<file path="src/rtl/pit_pkg.sv">
package pit_pkg;
  typedef enum logic [1:0] {RUN_IDLE = 2'd0, RUN_PEND = 2'd1, RUN_ACTIVE = 2'd2} run_e;
  typedef enum logic [1:0] {MD_TERM = 2'd0, MD_RATE = 2'd1, MD_SQUARE = 2'd2} mode_e;
  typedef enum logic [1:0] {ACC_LATCH = 2'd0, ACC_LO = 2'd1, ACC_HI = 2'd2, ACC_BOTH = 2'd3} acc_e;

  function automatic mode_e decode_mode(input logic [2:0] code);
    case (code[1:0])
      2'd2: decode_mode = MD_RATE;
      2'd3: decode_mode = (code == 3'd3 || code == 3'd7) ? MD_SQUARE : MD_TERM;
      default: decode_mode = MD_TERM;
    endcase
    if (code == 3'd6) decode_mode = MD_RATE;
  endfunction
endpackage

</file>
<file path="src/rtl/pit_ctl_regs.sv">
module pit_ctl_regs
  import pit_pkg::*;
#(
  parameter int BYTE_W = 8,
  localparam int CNT_W = 2 * BYTE_W
) (
  input  logic              clk,
  input  logic              rst_n,
  input  logic              ctl_valid_i,
  input  logic [1:0]        ctl_access_i,
  input  logic [2:0]        ctl_mode_i,
  input  logic              wr_valid_i,
  input  logic [BYTE_W-1:0] wr_data_i,
  input  logic              running_i,
  output logic              wr_ready_o,
  output mode_e             mode_o,
  output logic [CNT_W-1:0]  reload_o,
  output logic              load_req_o,
  output logic              stop_o,
  output logic              latch_req_o
);
  acc_e  acc_q;
  mode_e mode_q;
  logic  ptr_hi_q;
  logic  wr_take;
  logic  complete;

  assign stop_o      = ctl_valid_i && (ctl_access_i != ACC_LATCH);
  assign latch_req_o = ctl_valid_i && (ctl_access_i == ACC_LATCH);
  assign wr_ready_o  = !ctl_valid_i;
  assign wr_take     = wr_valid_i && wr_ready_o;
  assign complete    = ptr_hi_q || (acc_q == ACC_LO);
  assign load_req_o  = wr_take && complete && !((mode_q == MD_RATE) && running_i);
  assign mode_o      = mode_q;

  always_ff @(posedge clk or negedge rst_n) begin
    if (!rst_n) begin
      acc_q    <= ACC_BOTH;
      mode_q   <= MD_TERM;
      ptr_hi_q <= 1'b0;
    end else if (stop_o) begin
      acc_q    <= acc_e'(ctl_access_i);
      mode_q   <= decode_mode(ctl_mode_i);
      ptr_hi_q <= (ctl_access_i == ACC_HI);
    end else if (wr_take && acc_q == ACC_BOTH) begin
      ptr_hi_q <= !ptr_hi_q;
    end
  end

  for (genvar g = 0; g < 2; g++) begin : g_lane
    logic [BYTE_W-1:0] lane_q;
    always_ff @(posedge clk or negedge rst_n) begin
      if (!rst_n) lane_q <= '0;
      else if (wr_take && (ptr_hi_q == (g == 1))) lane_q <= wr_data_i;
    end
    assign reload_o[g*BYTE_W +: BYTE_W] = lane_q;
  end

  AST_LO_ONLY_PTR: assert property (@(posedge clk) disable iff (!rst_n)
    (acc_q == ACC_LO) |-> !ptr_hi_q);
  AST_BOTH_ALTERNATES: assert property (@(posedge clk) disable iff (!rst_n)
    (wr_take && !stop_o && acc_q == ACC_BOTH) |=> (ptr_hi_q != $past(ptr_hi_q)));
endmodule

</file>
<file path="src/rtl/pit_count_core.sv">
module pit_count_core
  import pit_pkg::*;
#(
  parameter int CNT_W = 16
) (
  input  logic             clk,
  input  logic             rst_n,
  input  logic             tick_i,
  input  mode_e            mode_i,
  input  logic [CNT_W-1:0] reload_i,
  input  logic             load_req_i,
  input  logic             stop_i,
  output logic [CNT_W-1:0] count_o,
  output logic             running_o,
  output logic             out_o,
  output logic             irq_o
);
  run_e             run_q;
  logic [CNT_W-1:0] cnt_q;
  logic [CNT_W-1:0] load_val;
  logic             out_q, irq_q;
  logic             expire;

  assign load_val  = (mode_i == MD_SQUARE) ? {reload_i[CNT_W-1:1], 1'b0} : reload_i;
  assign expire    = tick_i && (run_q == RUN_ACTIVE) && (cnt_q == CNT_W'(1));
  assign count_o   = cnt_q;
  assign running_o = (run_q == RUN_ACTIVE);
  assign out_o     = out_q;
  assign irq_o     = irq_q;

  always_ff @(posedge clk or negedge rst_n) begin
    if (!rst_n) begin
      run_q <= RUN_IDLE;
      cnt_q <= '0;
      out_q <= 1'b0;
      irq_q <= 1'b0;
    end else begin
      irq_q <= 1'b0;
      if (stop_i) begin
        run_q <= RUN_IDLE;
        out_q <= 1'b0;
      end else if (load_req_i) begin
        run_q <= RUN_PEND;
      end else if (tick_i) begin
        case (run_q)
          RUN_PEND: begin
            cnt_q <= load_val;
            run_q <= RUN_ACTIVE;
          end
          RUN_ACTIVE: begin
            if (expire) begin
              cnt_q <= load_val;
              case (mode_i)
                MD_RATE: irq_q <= 1'b1;
                MD_SQUARE: begin
                  out_q <= !out_q;
                  irq_q <= !out_q;
                end
                default: begin
                  out_q <= 1'b1;
                  irq_q <= !out_q;
                end
              endcase
            end else begin
              cnt_q <= cnt_q - CNT_W'(1);
            end
          end
          default: ;
        endcase
      end
    end
  end

  AST_IRQ_AFTER_TICK: assert property (@(posedge clk) disable iff (!rst_n)
    irq_o |-> $past(tick_i));
  AST_IDLE_FROZEN: assert property (@(posedge clk) disable iff (!rst_n)
    (run_q == RUN_IDLE && !load_req_i) |=> $stable(cnt_q));
  AST_SQ_EVEN_LOAD: assert property (@(posedge clk) disable iff (!rst_n)
    (run_q == RUN_ACTIVE && $past(run_q) == RUN_PEND && mode_i == MD_SQUARE) |-> !cnt_q[0]);
  AST_TERM_IRQ_HIGH: assert property (@(posedge clk) disable iff (!rst_n)
    (irq_o && mode_i != MD_RATE) |-> out_o);
  AST_RATE_OUT_KEPT: assert property (@(posedge clk) disable iff (!rst_n)
    (mode_i == MD_RATE && !stop_i) |=> $stable(out_o));
endmodule

</file>
<file path="src/rtl/pit_read_port.sv">
module pit_read_port #(
  parameter int BYTE_W = 8,
  localparam int CNT_W = 2 * BYTE_W
) (
  input  logic              clk,
  input  logic              rst_n,
  input  logic [CNT_W-1:0]  count_i,
  input  logic              latch_req_i,
  input  logic              rd_req_i,
  output logic              rd_valid_o,
  output logic [BYTE_W-1:0] rd_data_o
);
  logic [CNT_W-1:0]  snap_q;
  logic              held_q;
  logic              ptr_hi_q;
  logic [CNT_W-1:0]  src;
  logic              release_now;

  assign src         = held_q ? snap_q : count_i;
  assign release_now = rd_req_i && ptr_hi_q && held_q;

  always_ff @(posedge clk or negedge rst_n) begin
    if (!rst_n) begin
      snap_q     <= '0;
      held_q     <= 1'b0;
      ptr_hi_q   <= 1'b0;
      rd_valid_o <= 1'b0;
      rd_data_o  <= '0;
    end else begin
      rd_valid_o <= rd_req_i;
      if (rd_req_i) begin
        rd_data_o <= src[ptr_hi_q*BYTE_W +: BYTE_W];
        ptr_hi_q  <= !ptr_hi_q;
      end
      if (release_now) begin
        held_q <= 1'b0;
      end else if (latch_req_i && !held_q) begin
        snap_q <= count_i;
        held_q <= 1'b1;
      end
    end
  end

  AST_SNAP_HELD: assert property (@(posedge clk) disable iff (!rst_n)
    (held_q && !release_now) |=> (held_q && $stable(snap_q)));
  AST_RD_VALID: assert property (@(posedge clk) disable iff (!rst_n)
    rd_valid_o |-> $past(rd_req_i));
endmodule

</file>
<file path="src/rtl/pit_channel.sv">
module pit_channel
  import pit_pkg::*;
#(
  parameter int BYTE_W = 8,
  localparam int CNT_W = 2 * BYTE_W
) (
  input  logic              clk,
  input  logic              rst_n,
  input  logic              tick_i,
  input  logic              ctl_valid_i,
  input  logic [1:0]        ctl_access_i,
  input  logic [2:0]        ctl_mode_i,
  input  logic              wr_valid_i,
  output logic              wr_ready_o,
  input  logic [BYTE_W-1:0] wr_data_i,
  input  logic              rd_req_i,
  output logic              rd_valid_o,
  output logic [BYTE_W-1:0] rd_data_o,
  output logic              out_o,
  output logic              irq_o
);
  mode_e            mode;
  logic [CNT_W-1:0] reload, count;
  logic             load_req, stop, latch_req, running;

  pit_ctl_regs #(.BYTE_W(BYTE_W)) u_ctl (
    .clk, .rst_n, .ctl_valid_i, .ctl_access_i, .ctl_mode_i,
    .wr_valid_i, .wr_data_i, .running_i(running), .wr_ready_o,
    .mode_o(mode), .reload_o(reload), .load_req_o(load_req),
    .stop_o(stop), .latch_req_o(latch_req)
  );

  pit_count_core #(.CNT_W(CNT_W)) u_core (
    .clk, .rst_n, .tick_i, .mode_i(mode), .reload_i(reload),
    .load_req_i(load_req), .stop_i(stop), .count_o(count),
    .running_o(running), .out_o, .irq_o
  );

  pit_read_port #(.BYTE_W(BYTE_W)) u_rd (
    .clk, .rst_n, .count_i(count), .latch_req_i(latch_req),
    .rd_req_i, .rd_valid_o, .rd_data_o
  );

  AST_STOP_CLEARS_OUT: assert property (@(posedge clk) disable iff (!rst_n)
    (ctl_valid_i && ctl_access_i != 2'd0) |=> !out_o);
endmodule

</file>
<file path="config.mk">
export PLATFORM = sky130hd
export DESIGN_NAME = pit_channel
export DESIGN_NICKNAME = d
export VERILOG_FILES = /design/src/rtl/pit_pkg.sv /design/src/rtl/pit_ctl_regs.sv /design/src/rtl/pit_count_core.sv /design/src/rtl/pit_read_port.sv /design/src/rtl/pit_channel.sv
export SDC_FILE = /design/constraint.sdc
export NUM_CORES = 1
export LEC_CHECK = 0
export ABC_AREA = 1
export BUFFER_PORTS_ARGS = -buffer_cell sky130_fd_sc_hd__buf_2
export CAP_MARGIN = 30
export CORE_MARGIN = 4
export CORE_UTILIZATION = 50
export CTS_CLUSTER_DIAMETER = 80
export CTS_CLUSTER_SIZE = 10
export DETAILED_ROUTE_END_ITERATION = 8
export PLACE_DENSITY = 0.74
export SLEW_MARGIN = 10
export SYNTH_ARGS = -nofsm -noshare
export SYNTH_HDL_FRONTEND = slang
export SYNTH_SLANG_ARGS = --single-unit
</file>
<file path="constraint.sdc">
create_clock -name clk -period 2.4 [get_ports clk]
set_input_delay 0.24 -clock clk [delete_from_list [all_inputs] [get_ports clk]]
set_output_delay 0.24 -clock clk [all_outputs]
set_load 0.02 [all_outputs]
</file>
==> run metrics <==
RSZ-0062 raised after global routing=no; DRT Pass-1 Iters=5; final worst path period share=75.57%; Seq cells post-synth=68; Longest Clk Path Bufs=2; Max H-tree Level=3; Clock Pin Slew Worst Setup and Hold Paths=0.07 ns; most common cell after layout, fill and taps aside=nand2_1; Top FF cell, synth=dfrtp_1; XOR/XNOR Fraction of Synth Area=0.7340%; worst-skew pair later-pin latency=0.35 ns; DP Area=3811 sq um; layout cells sized above 1=13.53%; CP Buf/Inv Count=2; die height=92.62 microns; post-route ant nets=0; All-Layer GR Usage=19.62%; DPL Wire Length=5624 microns; Cell variety after synth=34; r2r setup slk=0.59 ns; Max Clk Rate=551.3 MHz; max_cap viols=0; vias in the first global route=2902; num ports=31; die width=92.62 microns; core area=6869 sq um; Slew HR=54.74%; DRC=0; Required @ worst endpoint=2.68 ns; Pwr Total=4381 uW; Final nets=528; Net Sw Power=1824 uW; syn_nets=496; Slew @ Worst Pin=0.6790 ns; initial antenna violation count=0; sequential area share after synthesis=47.61%; Leakage Power=0.002114 uW; Via Count=3099; cell area after synthesis=3580 sq um; Pwr Density=1096 nW/um^2; mux contribution to synthesized area=0%; Sequential Power Share=43.0%; Pins Over Slew Limit=0; fraction of registers with async set/reset=100.0%; outcome=completed; Fin Setup TNS=0 ns; Core Rows=30; initial core utilization=52.11%; CTS tree=yes; Hold Crit Class=in2reg; Post-synth EDFFs=0; Sw Ratio=41.64%; Clk pwr share=19.2%; Max VDD drop=503.9 uV; CP Max Fanout=22; crit-path cells=inv_1 -> ha_1 -> nand2_1 -> nor2_1 -> nand3_4 -> nand2_4 -> inv_1 -> nand2_1 -> nand3_1 -> nand2_1; Comb power frac=37.7%; post-layout min period=1.814 ns; port bufs=29; critical path arrival=2.10 ns; slowest stage delay, CP=0.38 ns; simple-gate share of the synthesized area=28.21%; Placed Cells=589; ant diodes=0; Worst setup EP type=flip-flop; final core utilization=58.18%; YS warnings=0; clk_skew=0.01384 ns; post-synthesis adder-cell area fraction=1.398%; most frequent cells in the layout=149 x nand2_1, 66 x dfrtp_1, 61 x inv_1; pin count of the biggest net entering global routing=41; Top cell by count, worst path=nand2_1; PostCTS Resize Cnt=0; TritonCTS Sinks=68; vias per cell=5.114; Die ar.=8578 sq um; First DRT Iteration DRCs=229; WS Path Type=reg2reg; total congestion overflow=0; synth-to-layout area growth=11.64%; Internal=2557 uW; slowest CP cell=dfrtp_1; Post-Route WL=7812 microns; RePlAce Congestion=0.9017; largest family of logic cells by synthesized area=simple AND/OR/NAND/NOR gates; CTS root buffer=clkbuf_8; final setup vio count=0; first-pass GRT wire length=13250 microns; wire length per cell=12.89 microns; Crit path max-delay family=simple AND/OR/NAND/NOR gates; Synth Instances=473; fin cells=606; Synth Area in Compound Gates=13.00%; Critical Path Start Type=flip-flop; Final Cell Area=3996 sq um; syn_area_per_cell=7.568 sq um; final hold viol count=0; clock buffer count from CTS=9
layout make-up:
type,instances,area [sq um]
inverters,66,247.7
repair buffers,34,197.7
fillers,650,2873
clock buffers,14,162.7
flip-flops and latches,68,1704
well taps,96,120.1
clock inverters,2,12.51
multi-input cells,326,1551
power by group through the flow:
stage	Combinational (uW)	Clock, uW	Sequential (uW)
6_report	1650	843	1880
5_1_grt	1910	911	1940
4_1_cts	1660	868	1880
3_5_place_dp	1640	0	1900
3_3_place_gp	1590	0	1880
2_1_floorplan	1180	0	1890
final timing paths:
| check | depth (start not counted) | end | from |
|---|---|---|---|
| max reg2reg | 10 | u_core.count_o[8] | u_core.count_o[1] |
| max | 10 | u_core.count_o[8] | u_core.count_o[1] |
| max in group asynchronous | 3 | u_ctl.acc_q[1] | rst_n |
| min reg2reg | 2 | u_rd.snap_q[1] | u_rd.snap_q[1] |
| min | 1 | u_rd.rd_valid_o | rd_req_i |
| min in group asynchronous | 2 | u_rd.snap_q[5] | rst_n |
state kept, by name (all words and copies together), names as in the netlist:
| signal | cells |
|---|---|
| u_core.irq_o | 1 |
| u_core.count_o | 16 |
| u_core.run_q | 2 |
| u_ctl.g_lane.lane_q | 16 |
| u_rd.ptr_hi_q | 1 |
| u_ctl.mode_o | 2 |
| u_rd.rd_valid_o | 1 |
| u_core.out_o | 1 |
| u_rd.rd_data_o | 8 |
| u_rd.snap_q | 16 |
| u_rd.held_q | 1 |
| u_ctl.ptr_hi_q | 1 |
| u_ctl.acc_q | 2 |
cell families (layout without fill, tap and decap cells):
kind of cell    after synthesis  count (layout)
flops                        68              68
xor+xnor                      3               3
buf+inv                      79             116
simple gates                236             236
compound gates               83              83
fa+ha+maj                     4               4
Yosys cell counts (2+ instances only):
cell type  instances  share of area [%]
nor2_4             2               0.63
nor2_1            33                3.5
clkinv_1           3               0.31
clkbuf_1           8               0.84
nor2_2             6                1.0
dfrtp_1           66                 46
ha_1               4                1.4
inv_2              2               0.21
dfstp_2            2                1.5
o211ai_1           3               0.63
nand2_1          149                 16
o21ai_1            2               0.28
o21ai_0           52                7.3
nand4_1            5               0.87
inv_1             61                6.4
a21oi_1           17                2.4
nand3_1           34                4.8
xor2_1             2               0.49
buf_6              3               0.94
o21bai_2           5                1.6
routing by layer:
layer  vias to the layer above  share of wire (%)  global-route usage (%)
met5                         -                  0                       0
met4                         0                2.4                   8.547
met3                        17                5.0                   4.468
met2                        88                 46                   31.90
met1                      1436                 46                   25.07
li1                       1558                  -                       -
worst reg2reg max path, cell delays in order, from the launching register on:
cell and delay, ns:
dfrtp_1 0.38, inv_1 0.19, ha_1 0.19, nand2_1 0.07, nor2_1 0.17, nand3_4 0.16, nand2_4 0.23, inv_1 0.15
nand2_1 0.08, nand3_1 0.06, nand2_1 0.07
what timing repair did:
item / CTS / global route
hold buffers: 1 / 0
endpoints found under the hold margin: 28 / 0
buffers inserted: 0 / 0
stage by stage:
| step | hold slack [ns] | setup slack [ns] |
|---|---|---|
| final | 0.03446 | 0.5862 |
| after global routing | 0.02867 | 0.4328 |
| after CTS | 0.02061 | 0.5994 |
| after detailed placement | 0.3101 | 0.6224 |
| after global placement | 0.3135 | 0.6682 |
| after floorplan | -0.05559 | 0.8107 |
Note: power is estimated with default switching activity, not from simulation.
